**src/rtl/bitcount_pkg.sv**
```systemverilog
package bitcount_pkg;

    typedef enum logic [0:0] {
        BC_IDLE = 1'b0,
        BC_RUN  = 1'b1
    } bc_state_e;

endpackage

```
**src/rtl/bitcount_lsb_clear.sv**
```systemverilog
// Combinational step: drops the least significant 1 bit of a word.
module bitcount_lsb_clear #(
    parameter int WIDTH = 32
) (
    input  logic [WIDTH-1:0] word_i,
    output logic [WIDTH-1:0] word_o
);

    logic [WIDTH-1:0] minus_one;

    always_comb begin
        minus_one = word_i - WIDTH'(1);
        word_o    = word_i & minus_one;
    end

endmodule

```
**src/rtl/bitcount_dp.sv**
```systemverilog
// Datapath: working register, running tally, held result.
module bitcount_dp #(
    parameter int WIDTH = 32,
    localparam int CW   = $clog2(WIDTH + 1)
) (
    input  logic             clk,
    input  logic             rst,
    input  logic             load,
    input  logic             step,
    input  logic             finish,
    input  logic [WIDTH-1:0] din,
    output logic             work_zero,
    output logic [CW-1:0]    result
);

    typedef struct packed {
        logic [WIDTH-1:0] work;
        logic [CW-1:0]    tally;
        logic [CW-1:0]    res;
    } dp_regs_t;

    dp_regs_t         q, d;
    logic [WIDTH-1:0] work_next;

    bitcount_lsb_clear #(.WIDTH(WIDTH)) u_clr (
        .word_i (q.work),
        .word_o (work_next)
    );

    always_comb begin
        d = q;
        if (load) begin
            d.work  = din;
            d.tally = '0;
        end else if (step) begin
            d.work  = work_next;
            d.tally = q.tally + CW'(1);
        end
        if (finish) begin
            d.res = q.tally;
        end
    end

    always_ff @(posedge clk) begin
        if (rst) begin
            q <= '0;
        end else begin
            q <= d;
        end
    end

    assign work_zero = (q.work == '0);
    assign result    = q.res;

endmodule

```
**src/rtl/bitcount_ctrl.sv**
```systemverilog
// Controller: idle/run sequencing and the done flag.
module bitcount_ctrl
    import bitcount_pkg::*;
(
    input  logic clk,
    input  logic rst,
    input  logic go,
    input  logic work_zero,
    output logic load,
    output logic step,
    output logic finish,
    output logic busy,
    output logic done
);

    typedef struct packed {
        bc_state_e st;
        logic      done;
    } ctrl_regs_t;

    ctrl_regs_t q, d;

    always_comb begin
        d      = q;
        load   = 1'b0;
        step   = 1'b0;
        finish = 1'b0;
        unique case (q.st)
            BC_IDLE: begin
                if (go) begin
                    load   = 1'b1;
                    d.st   = BC_RUN;
                    d.done = 1'b0;
                end
            end
            BC_RUN: begin
                if (work_zero) begin
                    finish = 1'b1;
                    d.st   = BC_IDLE;
                    d.done = 1'b1;
                end else begin
                    step = 1'b1;
                end
            end
            default: d.st = BC_IDLE;
        endcase
    end

    always_ff @(posedge clk) begin
        if (rst) begin
            q.st   <= BC_IDLE;
            q.done <= 1'b0;
        end else begin
            q <= d;
        end
    end

    assign busy = (q.st == BC_RUN);
    assign done = q.done;

endmodule

```
**src/rtl/bitcount_iter.sv**
```systemverilog
module bitcount_iter #(
    parameter int WIDTH = 32,
    localparam int CW   = $clog2(WIDTH + 1)
) (
    input  logic             clk,
    input  logic             rst,
    input  logic             go,
    input  logic [WIDTH-1:0] din,
    output logic [CW-1:0]    count,
    output logic             done
);

    logic load, step, finish, busy, work_zero;

    bitcount_ctrl u_ctrl (
        .clk       (clk),
        .rst       (rst),
        .go        (go),
        .work_zero (work_zero),
        .load      (load),
        .step      (step),
        .finish    (finish),
        .busy      (busy),
        .done      (done)
    );

    bitcount_dp #(.WIDTH(WIDTH)) u_dp (
        .clk       (clk),
        .rst       (rst),
        .load      (load),
        .step      (step),
        .finish    (finish),
        .din       (din),
        .work_zero (work_zero),
        .result    (count)
    );

endmodule

```
**config.mk**
```make
export PLATFORM = sky130hd
export DESIGN_NAME = bitcount_iter
export DESIGN_NICKNAME = d
export VERILOG_FILES = /design/src/rtl/bitcount_pkg.sv /design/src/rtl/bitcount_lsb_clear.sv /design/src/rtl/bitcount_dp.sv /design/src/rtl/bitcount_ctrl.sv /design/src/rtl/bitcount_iter.sv
export SDC_FILE = /design/constraint.sdc
export NUM_CORES = 1
export LEC_CHECK = 0
export BUFFER_PORTS_ARGS = -buffer_cell sky130_fd_sc_hd__buf_2
export CORE_AREA = 2 2 79 59
export DETAILED_ROUTE_END_ITERATION = 10
export DIE_AREA = 0 0 81 61
export PLACE_DENSITY = 0.81
export SLEW_MARGIN = 20
export SYNTH_ARGS = -nofsm -noshare
export SYNTH_HDL_FRONTEND = slang
export SYNTH_SLANG_ARGS = --single-unit
```
**constraint.sdc**
```tcl
create_clock -name clk -period 3.1 [get_ports clk]
set_input_delay 0.62 -clock clk [delete_from_list [all_inputs] [get_ports clk]]
set_output_delay 0.62 -clock clk [all_outputs]
set_load 0.01 [all_outputs]
```
After elaboration in Yosys (flattened, before gate mapping)
Cells that the tools add are included.
{"block": "totals", "ff_bits": 46, "inputBits": 35, "out_inout_bits": 7, "wordCells": 26}
{"block": "classes", "n_addsub": 2, "n_eq_ne": 2, "mux": 11, "bitwise": 2, "reduce_logical": 4}
{"op": "2-to-1 mux 38 bit", "count": 2}
{"op": "bitwise AND 32 bit", "count": 1}
{"op": "zero test 32 bit", "count": 1}
{"op": "subtractor 32 x 1 -> 32 bit, second input constant", "count": 1}
{"op": "adder 6 x 1 -> 6 bit, second input constant", "count": 1}
{"op": "2-to-1 mux 1 bit", "count": 6}
{"op": "2-to-1 mux 2 bit", "count": 2}
{"op": "one-hot mux 2 bit (2 select lines)", "count": 1}
{"op": "inequality test 2 x 1 -> 1 bit, second input constant", "count": 1}
{"op": "inequality test 2 bit, second input constant", "count": 1}
{"op": "AND reduction 2 bit", "count": 1}
{"op": "nonzero test 2 bit", "count": 1}
{"op": "OR reduction 2 bit", "count": 1}
{"op": "inverter 1 bit", "count": 1}

Logic depth before layout (Yosys ltp)
{"block": "logic_depth", "word_depth": 5, "mapped_depth": 7, "ltp_nobuf": 5}

By module
Synthesis repeated with hierarchy kept, for this count alone.
{"block": "hier_totals", "cells_unflattened": 281, "area_unflattened_um2": 2651.3}
{"mod": "bitcount_dp", "n_inst": 1, "cells_each": 202, "area_each_um2": 2089.5, "seq_area_each_um2": 880.8}
{"mod": "bitcount_lsb_clear", "n_inst": 1, "cells_each": 70, "area_each_um2": 474.2, "seq_area_each_um2": 0.0}
{"mod": "bitcount_ctrl", "n_inst": 1, "cells_each": 9, "area_each_um2": 87.6, "seq_area_each_um2": 40.0}

Worst setup path before layout
OpenSTA, ideal clock, no wires.
{"block": "synth_timing", "path_type": "reg2reg", "from": "register u_dp.q[25] in the netlist's numbering", "to": "register u_dp.q[16] in the netlist's numbering", "setup_ps": 59, "t_arrival_ps": 2079, "required_ps": 3041, "setup_slack_ps": 961, "path_stages_with_launch": 7, "n_path_buf": 1, "synth_period_minus_slack_ps": 2139, "path_cell_list": "dfxtp_1 > or4_1 > or4_1 > or3_1 > buf_6 > a21oi_4 > a22o_1"}
{"block": "synth_via", "elab_chain_len": 4}
{"element": "from (decl)", "line_no": "bitcount_dp.sv:22", "rtl": "dp_regs_t q, d;"}
{"element": "from (signal assigned)", "line_no": "bitcount_dp.sv:46", "rtl": "q <= '0;"}
{"element": "from (signal assigned)", "line_no": "bitcount_dp.sv:48", "rtl": "q <= d;"}
{"element": "zero test 32 bit", "line_no": "bitcount_dp.sv:52", "rtl": "assign work_zero = (q.work == '0);"}
{"element": "2-to-1 mux 1 bit", "line_no": "bitcount_ctrl.sv:37", "rtl": "if (work_zero) begin"}
{"element": "2-to-1 mux 1 bit", "line_no": "bitcount_ctrl.sv:28", "rtl": "unique case (q.st)"}
{"element": "nonzero test 2 bit (no line)"}
No other way between the ends.
A chain may end at the register's enable or synchronous reset.

Final worst setup path
{"block": "layout_timing", "from": "register u_dp.q[35] in the netlist's numbering", "to": "register u_dp.q[16] in the netlist's numbering"}
Same word-level chain as after synthesis.

==> impl.org <==
** Cells and area
- 0 antenna diodes ended up in the layout.
- Area grow syn2layout :: 13.81%
- Share of final-layout standard cells stronger than drive strength 1 :: 20.88%
- Final nets :: 332
- Once layout is complete, the utilization of the core stands at 60.57%.

** CTS
- After clock tree synthesis, the flow added hold-fix buffers numbering 0.
- Clock tree sinks :: 46
- Clock-pin transition on the worst setup and hold timing paths :: 0.09 ns
- Once the clock tree was built, the setup fixing pass inserted 0 buffers.
- CTS placed an instance of sky130_fd_sc_hd__clkbuf_8 at the clock tree root.
- After clock tree synthesis, the repair step resized 0 gates.
- Clock tree from TritonCTS :: built
- The clock reaches the later pin of the worst-skew pair after 0.30 ns.
- Clk buf depth :: 2
- Number of CTS-inserted buffers :: 5
- The clock tree synthesis step divided the H-tree into 2 levels.

** GRT
- Number of global-route vias before repair :: 1946
- Final global-route overflow total :: 0
- In the global route stage, overall resource usage came out at 24.51%.
- Number of antenna violations at the first check in global routing :: 0
- Entering global routing, the biggest net connects 28 pins.
- First-pass GRT wire length :: 9101 µm

** Floorplanning
- Floorplan die area :: 4941 µm²
- The floorplan has 20 rows.
- The region available for standard cell placement spans 4154 µm².
- Height of the die :: 61 µm
- Horizontal die dimension :: 81 µm
- Effective utilization at floorplan :: 53.22%
- 42 I/O pins were placed.

** Pwr
- Comb power frac :: 17.8%
- Per report_power, the clock group accounts for 30.5% of the total.
- Registers are responsible for 51.8% of the overall power.
- Dividing total power by cell area gives a power density of 496.3 nW/µm².
- Leakage power of the design :: 0.0009918 µW
- Switching power as a share of total power :: 29.13%
- Net switching power of the design :: 363.8 µW
- The internal power of the cells totals 885.1 µW.
- Maximum resistive drop on vdd :: 0.2020 mV

** Route
- Via-to-Cell Ratio :: 6.207
- After detailed routing, the total wire length is 5621 µm.
- The detail route stage leaves a number of antenna-violating nets equal to 0.
- DR WL/cell :: 15.97 µm
- Length of the first detailed-routing pass in iterations :: 5
- The first routing iteration left 131 violations.
- In the routed design, unresolved DRC markers number 0.
- Via total after detailed routing :: 2185

** Timing
- Max Clock Skew :: 0.009972 ns
- The worst path needs 2.442 ns of the cycle, external delays included.
- The count of endpoints failing hold in the final timing report was 0.
- Measured against its own limit, the worst slew margin works out to 57.22%.
- For the final routed database, the setup TNS stands at 0 ns.
- The final critical path takes up 78.79% of the cycle.
- Setup repair after global routing left no endpoint under its margin.
- Highest achievable clock rate :: 0.4094 GHz
- The count of final max-slew check failures is 0.
- Number of setup violations in the final report :: 0
- Slew of the pin with the lowest slew margin :: 0.6394 ns

** Logic synthesis
- Number of enable-type register cells in the synthesized netlist :: 0
- Predominant post-synthesis flop cell :: sky130_fd_sc_hd__dfxtp_1
- Fraction of registers with async set/reset :: 0%
- Post-synth top area share :: 41.65%
- Count of cell types in the netlist :: 46
- In this run the mean area of a mapped cell was 8.375 µm².
- Instance count of the mapped netlist :: 264
- Cell types with the largest area share after synthesis :: sky130_fd_sc_hd__dfxtp_1, sky130_fd_sc_hd__nand2_1, sky130_fd_sc_hd__a21oi_1
- Post-Synthesis Net Count :: 300
- The synthesized netlist occupies a cell area of 2211 µm².
- Top cell type by total area after synthesis :: sky130_fd_sc_hd__dfxtp_1
- The Yosys step of the flow raised 0 warnings.
- Number of synthesized register bits :: 46
- Portion of the post-synthesis area used by sequential elements :: 41.65%

** Critical path
- On the critical path, the stage with the largest delay is an instance of sky130_fd_sc_hd__or3_1.
- STA puts the critical path data arrival time at 2.70 ns.
- Walking the worst path, the cells encountered are nor4_1, nand4_1, or3_1, a21oi_4, a22o_1.
- The critical path in this run is classified as reg2reg.
- Maximum cell stage delay along the critical path :: 0.63 ns
- Capturing element type of the critical path :: flop
- The worst setup path is launched from a flop.
- Data on the critical path is required at its endpoint by 3.35 ns.
- Crit Path Max Fanout :: 9

** Min path
- The worst hold path belongs to the class reg2reg.

** Job
- Max_cap viols :: 0

** Placement
- Last weighted congestion value of the routability-driven placer :: 0.8299
- The wire-length estimate of the detail-placed layout is 3940 µm.
- Port bufs :: 41

** Run status
- Status :: finished, final reports clean
## critical path, delay by kind of cell (launching register included)
family,cells,cell delay [ns]
flip-flops,1,0.36
AND/OR/NAND/NOR,3,1.52
AO/OA/AOI/OAI,2,0.52
## synth_stat cells, types with 5 or more instances
cell type / number
sky130_fd_sc_hd__mux2i_1: 6
sky130_fd_sc_hd__buf_4: 6
sky130_fd_sc_hd__nand3_1: 9
sky130_fd_sc_hd__dfxtp_1: 46
sky130_fd_sc_hd__clkbuf_1: 14
sky130_fd_sc_hd__inv_1: 5
sky130_fd_sc_hd__or3_1: 8
sky130_fd_sc_hd__nor2_1: 15
sky130_fd_sc_hd__nor3_1: 7
sky130_fd_sc_hd__o21ai_0: 10
sky130_fd_sc_hd__nand2_1: 39
sky130_fd_sc_hd__a21oi_1: 26
sky130_fd_sc_hd__o211ai_1: 6
## cells in the final DEF, fill, tap and decap left out, types with 2 or more instances in the layout
cell / instances
sky130_fd_sc_hd__a21oi_1: 26
sky130_fd_sc_hd__a22oi_1: 4
sky130_fd_sc_hd__a32oi_1: 3
sky130_fd_sc_hd__and3_1: 3
sky130_fd_sc_hd__buf_2: 41
sky130_fd_sc_hd__or4_1: 4
sky130_fd_sc_hd__a21o_1: 4
sky130_fd_sc_hd__nand4_1: 2
sky130_fd_sc_hd__o311a_1: 4
sky130_fd_sc_hd__inv_1: 5
sky130_fd_sc_hd__or3_1: 8
sky130_fd_sc_hd__nand2_1: 39
sky130_fd_sc_hd__buf_4: 7
sky130_fd_sc_hd__nor4_1: 4
sky130_fd_sc_hd__a211oi_1: 4
sky130_fd_sc_hd__o32ai_1: 2
sky130_fd_sc_hd__mux2i_1: 6
sky130_fd_sc_hd__o31ai_1: 3
sky130_fd_sc_hd__o2bb2ai_1: 4
sky130_fd_sc_hd__a31oi_1: 2
sky130_fd_sc_hd__dfxtp_1: 46
sky130_fd_sc_hd__nor3_1: 7
sky130_fd_sc_hd__nor2_1: 15
sky130_fd_sc_hd__nand3_1: 9
sky130_fd_sc_hd__a32o_1: 4
sky130_fd_sc_hd__o211ai_1: 6
sky130_fd_sc_hd__o21ai_0: 10
sky130_fd_sc_hd__clkbuf_8: 6
## per-stage QoR
| step | instances | setup slack [ns] | power (µW) | hold slack, ns | cell area [µm²] |
|---|---|---|---|---|---|
| after global placement | 344 | 0.7474 | 868.9 | 0.4405 | 2421 |
| after detailed placement | 344 | 0.6957 | 876.0 | 0.4430 | 2421 |
| after global routing | 352 | 0.5398 | 1317 | 0.4773 | 2516 |
| after CTS | 352 | 0.6775 | 1253 | 0.4545 | 2516 |
| final | 352 | 0.6577 | 1249 | 0.4499 | 2516 |
| after floorplan | 264 | 0.9613 | 803.7 | 0.4322 | 2211 |
## cell families (layout without fill, tap and decap cells)
kind of cell	after synthesis	count (layout)	synth area share, %
simple gates	96	96	21.22
flops	46	46	41.65
mux	6	6	2.717
fa+ha+maj	1	1	0.5658
compound gates	86	86	27.22
buf+inv	28	61	6.225
xor+xnor	1	1	0.3962
## flip-flops by register name, summed over array words and instances, names as in the netlist
name	flops
u_dp.q	38
u_ctrl.busy	1
u_ctrl.done	1
u_dp.result	6
## path summary, 6_finish.rpt
kind / cells past startpoint / startpoint / to / slack [ns]
max: 5 / u_dp.q[35] / u_dp.q[16] / 0.66
max reg2reg: 5 / u_dp.q[35] / u_dp.q[16] / 0.66
min reg2reg: 2 / u_dp.result[3] / u_dp.result[3] / 0.45
min: 2 / u_dp.result[3] / u_dp.result[3] / 0.45
## power by group through the flow
stage | registers [µW] | logic [µW] | clock network [µW]
after CTS | 645 | 219 | 389
after floorplan | 652 | 152 | 0
after global placement | 657 | 212 | 0
after detailed placement | 659 | 217 | 0
after global routing | 651 | 245 | 422
final | 646 | 222 | 380
## final cells by class
class | count | area (µm²)
clock buffers | 6 | 82.58
clock inverters | 2 | 12.51
fillers | 381 | 1638
inverters | 5 | 18.77
multi-input cells | 190 | 1155
flip-flops and latches | 46 | 920.9
well taps | 55 | 68.82
repair buffers | 48 | 257.7
## layer usage
layer	wire, µm	track usage (%)
met1	2721	33.61
met2	2451	37.78
met3	373	5.804
met4	74	9.685
met5	0	0
Power figures use the tool's default switching activity.
